### src/rtl/regwin_pkg.sv
package regwin_pkg;
    parameter int WIN_ADDR_W = 5;

    localparam logic [WIN_ADDR_W-1:0] A_PAGE  = 5'h10;
    localparam logic [WIN_ADDR_W-1:0] A_CMD   = 5'h11;
    localparam logic [WIN_ADDR_W-1:0] A_DATA0 = 5'h18;

    localparam int CMD_WR_BIT = 0;
    localparam int CMD_RD_BIT = 1;
    localparam int PAGE_EN_BIT = 0;
endpackage

### src/rtl/regwin_timer.sv
module regwin_timer #(
    parameter int LAT = 3
) (
    input  logic clk,
    input  logic rst_n,
    input  logic start,
    input  logic active,
    output logic expire
);
    localparam int CW = (LAT < 2) ? 1 : $clog2(LAT);

    logic [CW-1:0] cnt_d, cnt_q;

    always_comb begin
        cnt_d = cnt_q;
        if (start) begin
            cnt_d = CW'(LAT - 1);
        end else if (active && cnt_q != '0) begin
            cnt_d = cnt_q - 1'b1;
        end
    end

    always_ff @(posedge clk) begin
        if (!rst_n) cnt_q <= '0;
        else        cnt_q <= cnt_d;
    end

    assign expire = active && (cnt_q == '0);
endmodule

### src/rtl/regwin_lanes.sv
module regwin_lanes #(
    parameter int DATA_W = 16,
    parameter int LANES  = 4
) (
    input  logic                     clk,
    input  logic                     rst_n,
    input  logic [LANES-1:0]         lane_we,
    input  logic [DATA_W-1:0]        lane_wdata,
    input  logic                     load,
    input  logic [DATA_W*LANES-1:0]  load_data,
    output logic [DATA_W*LANES-1:0]  word
);
    for (genvar i = 0; i < LANES; i++) begin : g_lane
        logic [DATA_W-1:0] slot_d, slot_q;

        always_comb begin
            slot_d = slot_q;
            if (load)            slot_d = load_data[i*DATA_W +: DATA_W];
            else if (lane_we[i]) slot_d = lane_wdata;
        end

        always_ff @(posedge clk) begin
            if (!rst_n) slot_q <= '0;
            else        slot_q <= slot_d;
        end

        assign word[i*DATA_W +: DATA_W] = slot_q;
    end
endmodule

### src/rtl/regwin_bridge.sv
module regwin_bridge
    import regwin_pkg::*;
#(
    parameter int LAT    = 3,
    parameter int DATA_W = 16,
    parameter int LANES  = 4,
    parameter int PAGE_W = 8,
    parameter int OFFS_W = 8
) (
    input  logic                      clk,
    input  logic                      rst_n,
    input  logic                      mg_req,
    input  logic                      mg_we,
    input  logic [WIN_ADDR_W-1:0]     mg_addr,
    input  logic [DATA_W-1:0]         mg_wdata,
    output logic [DATA_W-1:0]         mg_rdata,
    output logic                      ib_req,
    output logic                      ib_we,
    output logic [PAGE_W-1:0]         ib_page,
    output logic [OFFS_W-1:0]         ib_offs,
    output logic [DATA_W*LANES-1:0]   ib_wdata,
    input  logic [DATA_W*LANES-1:0]   ib_rdata
);
    localparam int WORD_W = DATA_W * LANES;
    localparam int MID_P  = DATA_W - PAGE_W - 1;
    localparam int MID_C  = DATA_W - OFFS_W - 2;

    typedef struct packed {
        logic [PAGE_W-1:0] page;
        logic              pen;
        logic [OFFS_W-1:0] offs;
        logic              wr_busy;
        logic              rd_busy;
        logic [PAGE_W-1:0] acc_page;
        logic              acc_en;
    } state_t;

    state_t st_d, st_q;

    logic              busy;
    logic              expire;
    logic              start;
    logic              wr_page, wr_cmd;
    logic [LANES-1:0]  lane_we;
    logic              load_rd;
    logic [WORD_W-1:0] word;

    // names visible to the bound checker
    logic              wr_busy_w, rd_busy_w;
    logic [OFFS_W-1:0] offs_w;
    logic [WORD_W-1:0] word_w;

    assign busy    = st_q.wr_busy | st_q.rd_busy;
    assign wr_page = mg_req && mg_we && (mg_addr == A_PAGE);
    assign wr_cmd  = mg_req && mg_we && (mg_addr == A_CMD);

    for (genvar i = 0; i < LANES; i++) begin : g_dec
        assign lane_we[i] = mg_req && mg_we &&
                            (mg_addr == WIN_ADDR_W'(int'(A_DATA0) + i));
    end

    always_comb begin
        st_d  = st_q;
        start = 1'b0;
        if (wr_page) begin
            st_d.page = mg_wdata[DATA_W-1 -: PAGE_W];
            st_d.pen  = mg_wdata[PAGE_EN_BIT];
        end
        if (busy && expire) begin
            st_d.wr_busy = 1'b0;
            st_d.rd_busy = 1'b0;
        end
        if (wr_cmd && !busy) begin
            st_d.offs     = mg_wdata[DATA_W-1 -: OFFS_W];
            st_d.acc_page = st_q.page;
            st_d.acc_en   = st_q.pen;
            if (mg_wdata[CMD_WR_BIT]) begin
                st_d.wr_busy = 1'b1;
                start        = 1'b1;
            end else if (mg_wdata[CMD_RD_BIT]) begin
                st_d.rd_busy = 1'b1;
                start        = 1'b1;
            end
        end
    end

    always_ff @(posedge clk) begin
        if (!rst_n) st_q <= '0;
        else        st_q <= st_d;
    end

    regwin_timer #(.LAT(LAT)) u_timer (
        .clk    (clk),
        .rst_n  (rst_n),
        .start  (start),
        .active (busy),
        .expire (expire)
    );

    assign ib_req   = busy && expire && st_q.acc_en;
    assign ib_we    = st_q.wr_busy;
    assign ib_page  = st_q.acc_page;
    assign ib_offs  = st_q.offs;
    assign ib_wdata = word;
    assign load_rd  = ib_req && !st_q.wr_busy;

    regwin_lanes #(.DATA_W(DATA_W), .LANES(LANES)) u_lanes (
        .clk        (clk),
        .rst_n      (rst_n),
        .lane_we    (lane_we),
        .lane_wdata (mg_wdata),
        .load       (load_rd),
        .load_data  (ib_rdata),
        .word       (word)
    );

    always_comb begin
        mg_rdata = '0;
        if (mg_addr == A_PAGE) begin
            mg_rdata = {st_q.page, {MID_P{1'b0}}, st_q.pen};
        end else if (mg_addr == A_CMD) begin
            mg_rdata = {st_q.offs, {MID_C{1'b0}}, st_q.rd_busy, st_q.wr_busy};
        end else begin
            for (int i = 0; i < LANES; i++) begin
                if (mg_addr == WIN_ADDR_W'(int'(A_DATA0) + i))
                    mg_rdata = word[i*DATA_W +: DATA_W];
            end
        end
    end

    assign wr_busy_w = st_q.wr_busy;
    assign rd_busy_w = st_q.rd_busy;
    assign offs_w    = st_q.offs;
    assign word_w    = word;
endmodule

### config.mk
export PLATFORM = sky130hd
export DESIGN_NAME = regwin_bridge
export DESIGN_NICKNAME = d
export VERILOG_FILES = /design/src/rtl/regwin_pkg.sv /design/src/rtl/regwin_timer.sv /design/src/rtl/regwin_lanes.sv /design/src/rtl/regwin_bridge.sv
export SDC_FILE = /design/constraint.sdc
export NUM_CORES = 1
export LEC_CHECK = 0
export BUFFER_PORTS_ARGS = -buffer_cell sky130_fd_sc_hd__buf_2
export CAP_MARGIN = 40
export CORE_MARGIN = 2
export CORE_UTILIZATION = 44
export CTS_CLUSTER_SIZE = 12
export DETAILED_ROUTE_END_ITERATION = 6
export GPL_ROUTABILITY_DRIVEN = 0
export PLACE_DENSITY = 0.76
export SETUP_SLACK_MARGIN = 0.3
export SLEW_MARGIN = 20
export SYNTH_ARGS = -nofsm -noshare
export SYNTH_HDL_FRONTEND = slang
export SYNTH_SLANG_ARGS = --single-unit
### constraint.sdc
create_clock -name clk -period 1.7 [get_ports clk]
set_clock_uncertainty 0.05 [all_clocks]
set_input_delay 0.085 -clock clk [delete_from_list [all_inputs] [get_ports clk]]
set_output_delay 0.085 -clock clk [all_outputs]
set_load 0.02 [all_outputs]
==> results of run 1 <==
## cell families after synthesis
group | share of synthesized area
AO/OA/AOI/OAI | 0.2934
AND/OR/NAND/NOR | 0.1403
flip-flops | 0.4179
buffers and inverters | 0.07419
multiplexers | 0.06946
XOR/XNOR | 0.001945
adder cells (fa/ha/maj) | 0.002778
## metrics by stage
| step | utilization | std cells | cell area, um^2 |
|---|---|---|---|
| 3_3_place_gp | 0.5668 | 827 | 5592 |
| 2_1_floorplan | - | 550 | 4662 |
| 3_5_place_dp | 0.5684 | 828 | 5607 |
| 4_1_cts | 0.8201 | 992 | 8090 |
## synthesized netlist by cell type (7+ instances only)
library cell / instances / share of area
mux2i_1: 11 / 0.024
clkbuf_1: 34 / 0.028
dfxtp_1: 94 / 0.42
nand2b_1: 7 / 0.0097
nand2_1: 32 / 0.027
nand3_1: 24 / 0.027
nor2b_1: 16 / 0.022
a22oi_1: 9 / 0.015
and2_1: 17 / 0.024
o21ai_0: 90 / 0.10
mux4_2: 7 / 0.035
a21oi_1: 123 / 0.14
inv_1: 9 / 0.0075
buf_4: 16 / 0.027
## repair_timing
item | 4_1_cts
setup buffers | 53
resized for setup | 244
hold endpoints to repair | 79
pin swaps | 49
gates cloned | 22
hold buffers | 73
setup endpoints to repair | 79
## metal layers
layer,GRT overflow,global-route usage
met1,0,0.6805
met2,2,0.9012
met3,0,0.5721
met4,3,0.7429
met5,0,0.09524
==> results.py, run 1 <==
metrics = {
    "synthesis": {
        "ys_ff_latch": 94,
        "synth_ff_type": "dfxtp_1",
        "async_reset_ff_frac": 0,
        "syn_inst": 550,
        "netlist_area_um2": 4503,
        "syn_nets": 640,
        "yosysSeqAreaShare": 0.4179,
        "synth_enable_flop_cells": 0,
        "synth_warnings": 0,
        "avgSynthCellArea_um2": 8.187,
        "synth_cell_types": 37,
    },
    "floorplanning": {
        "die_height_um": 105.2,
        "rows": 36,
        "boundaryPins": 187,
        "die_w_um": 105.2,
        "initial_core_util": 0.4565,
    },
    "placed_design": {
        "port_buffers": 186,
        "hpwlAfterDp_um": 10810,
        "dp_slack_ns": -0.06149,
    },
    "timing": {
        "postGrtWorstEndpoint": "mg_rdata[13]",
        "worst-ep-kind": "output port",
    },
    "clocking": {
        "numCtsBuffers": 9,
        "cts_sinks": 94,
        "cts_root_buf": "clkbuf_8",
        "ctsHtreeMaxLevel": 3,
        "clock_path_buffers": 2,
    },
    "run_status": {
        "run_status": "did not finish",
        "haltStage": "5_1_grt",
        "tool.error": "[ERROR GRT-0232] Routing congestion too high. Check the congestion heatmap in the GUI.",
    },
    "global_routing": {
        "antenna_found_initial": 5,
        "grt_max_degree": 46,
        "grt-ovfl-total": 5,
        "grt_use_total": 0.7127,
    },
}
==> run 2: changes to the inputs <==
CORE_UTILIZATION = 40   (was 44)
CTS_CLUSTER_SIZE = default   (was 12)
PLACE_DENSITY = default   (was 0.76)
PLACE_DENSITY_LB_ADDON = 0.15   (was default)
SETUP_SLACK_MARGIN = default   (was 0.3)
clock period = 2.2 ns   (was 1.7 ns; I/O delays follow)
==> run 2 against run 1 <==
Net effect:
- area after synthesis stayed put
- the flow now finishes without violations
- synthesized cell count stayed put
==> results.py, run 2 <==
metrics = {
    "clocking": {
        "insertion_delay_ns": 0.34,
        "cts_setup_buffers": 0,
        "cts_tree": "done",
        "cts.reportedPaths.clkPinSlew_ns": 0.07,
        "clock_path_buffers": 2,
        "cts_root_buf": "clkbuf_16",
        "numCtsBuffers": 9,
        "cts_sinks": 94,
        "ctsHtreeMaxLevel": 3,
    },
    "route": {
        "routedWlPerCell_um": 17.22,
        "ant_nets": 0,
        "viasPerCell": 5.404,
        "drt-pass1-iter-count": 5,
        "drcViolationCount": 0,
        "routed_wl_um": 14730,
        "drt_iter0_drc": 387,
        "vias": 4620,
    },
    "finish": {
        "final_common_cell": "buf_2",
        "fillCellCount": 1068,
        "drive_above_1_share": 0.3273,
        "top_register": "u_lanes.g_lane.slot_q",
        "final_util": 0.5397,
        "seq_area_um2": 1882,
        "layout.nets": 802,
        "multi_input_area_um2": 2325,
        "final_cell_mix": "buf_2, a21oi_1, dfxtp_1",
        "n_antenna_cell": 0,
        "largest_registers": "u_lanes.g_lane.slot_q (64), st_q (10)",
        "area_delta_synth_final_pct": 31.06,
        "fin_cells": 855,
        "largest_reg_flops": 64,
    },
    "power": {
        "leakagePower_uw": 0.002721,
        "power_density_nw_per_um2": 608.4,
        "ir_drop_mv": 0.3226,
    },
    "floorplanning": {
        "die_w_um": 110.1,
        "dieArea_um2": 12120,
        "initial_core_util": 0.4118,
        "boundaryPins": 187,
        "rows": 38,
        "core_um2": 10940,
        "die_height_um": 110.1,
    },
    "worst_setup_path": {
        "crit_slowest_cell": "a31o_2",
        "cp_cell_sequence": "inv_1 > ha_1 > and4b_2 > a31o_2 > o21ai_0 > a21oi_1",
        "r2r_start": "u_timer.cnt_q[0]$_SDFFE_PP0P_",
        "criticalPathCategory": "register to register",
        "crit_path_end_kind": "register",
        "startpoint": "u_timer.cnt_q[0]$_SDFFE_PP0P_",
        "required_ns": 2.41,
        "setup.worst_path.end": "u_lanes.g_lane[3].slot_q[11]$_SDFFE_PN0P_",
        "critical_path_arrival_ns": 2.17,
        "max_stage_delay_ns": 0.57,
        "cp_max_fo": 32,
        "worstSetupPathDepth": 6,
        "crit_path_start_kind": "register",
        "reg2reg_to": "u_lanes.g_lane[3].slot_q[11]$_SDFFE_PN0P_",
        "critPathBufInv": 1,
        "r2r_slack_ns": 0.24,
        "reg2reg_depth": 6,
        "path_delay_family": "compound AO/OA/AOI/OAI gates",
    },
    "synthesis": {
        "syn_inst": 550,
        "async_reset_ff_frac": 0,
        "yosysMostFrequentCell": "a21oi_1",
        "netlist_area_um2": 4503,
        "yosysTopAreaCellShare": 0.4179,
        "syn_nets": 640,
        "synth_cell_types": 37,
        "avgSynthCellArea_um2": 8.187,
        "ys_top_cells_by_count": "a21oi_1, dfxtp_1, o21ai_0, clkbuf_1, nand2_1",
        "synth_ff_type": "dfxtp_1",
        "ys_ff_latch": 94,
        "synth_warnings": 0,
        "synth_top_cell_by_area": "dfxtp_1",
        "yosysSeqAreaShare": 0.4179,
        "synth_area_leaders": "dfxtp_1, a21oi_1, o21ai_0",
        "synth_enable_flop_cells": 0,
    },
    "timing": {
        "worstMarginPinSlew_ns": 0.7946,
        "hold_viol_final": 0,
        "fin_ws_ns": 0.2421,
        "slew_headroom": 0.4685,
        "max_freq_mhz": 510.7,
        "setup_viol": 0,
        "period_share": 0.8900,
        "slew_viol_final": 0,
        "setup_tns_ns": 0,
        "rsz0062_at_grt": "no",
        "period_minus_slack_ns": 1.958,
    },
    "run_status": {
        "run_status": "complete, no violations",
    },
    "global_routing": {
        "globalRouteMet3Util": 0.04644,
        "grt_pass1_wl_um": 21490,
        "use_met2": 0.3944,
        "first_global_vias": 4150,
        "grt-ovfl-total": 0,
        "antenna_found_initial": 0,
        "globalRoute.busiestLayer": "met2",
        "use_met1": 0.2976,
        "grt_max_degree": 114,
        "grt_use_total": 0.2330,
    },
    "placed_design": {
        "placed_cells": 831,
        "dp_slack_ns": 0.2577,
        "port_buffers": 186,
        "hpwlAfterDp_um": 10490,
    },
    "min_path": {
        "hp-class": "primary input to register",
        "hold_start": "ib_rdata[19]",
    },
    "flow_run": {
        "cap_violations": 0,
    },
}
## run 2: cell counts after synthesis
No cell type changed its count.
## run 2: cell type report
class / instances / area share
multi-input cells: 385 / 0.3939
clock inverters: 5 / 0.01039
repair buffers: 213 / 0.2033
clock buffers: 9 / 0.03816
well taps: 140 / 0.02968
flip-flops and latches: 94 / 0.3188
inverters: 9 / 0.005724
## run 2: worst min path at each step
stage / to / cells after the start
finish: u_lanes.g_lane[1].slot_q[3]$_SDFFE_PN0P_ / 3
global route: ib_offs[5]$_SDFFE_PN0P_ / 3
CTS: u_lanes.g_lane[1].slot_q[11]$_SDFFE_PN0P_ / 3
detailed placement: u_lanes.g_lane[2].slot_q[0]$_SDFFE_PN0P_ / 3
global placement: u_lanes.g_lane[1].slot_q[0]$_SDFFE_PN0P_ / 3
floorplan: ib_offs[0]$_SDFFE_PN0P_ / 2
## run 2: cells by family after synthesis
group | after synthesis | share of synthesized area
buffers and inverters | 71 | 0.07419
AND/OR/NAND/NOR | 118 | 0.1403
AO/OA/AOI/OAI | 243 | 0.2934
adder cells (fa/ha/maj) | 1 | 0.002778
flip-flops | 94 | 0.4179
XOR/XNOR | 1 | 0.001945
multiplexers | 22 | 0.06946
## run 2: per-layer routing
| layer | routed length [um] | vias up |
|---|---|---|
| met3 | 1045 | 17 |
| met5 | 0 | - |
| li1 | - | 2286 |
| met2 | 7251 | 167 |
| met4 | 235 | 0 |
| met1 | 6192 | 2150 |
## run 2: stage by stage
step	power (uW)	hold WS [ns]	instance area [um^2]
floorplan	1912	0.1999	4503
global placement	2064	0.3200	5504
detailed placement	2068	0.3283	5515
CTS	3615	0.0001604	5902
global route	3711	0.01221	5902
finish	3591	0.002808	5902
## run 2: power breakdown
group          switching (uW)  total [uW]  internal, uW
Sequential               7.64        1720          1710
Clock                     673        1550           873
Combinational             186         326           141
Total                     866        3590          2720
## run 2: tightest hold or removal path, cell delays in order
cell,delay [ns]
buf_2,0.07
a21oi_1,0.05
a21oi_1,0.12
## run 2: timing repair
action	4_1_cts	5_1_grt
setup endpoints to repair	0	0
endpoints found under the hold margin	10	0
gates resized for setup	0	0
hold buffers	10	0
No activity file was read; power rests on OpenSTA's default activity.
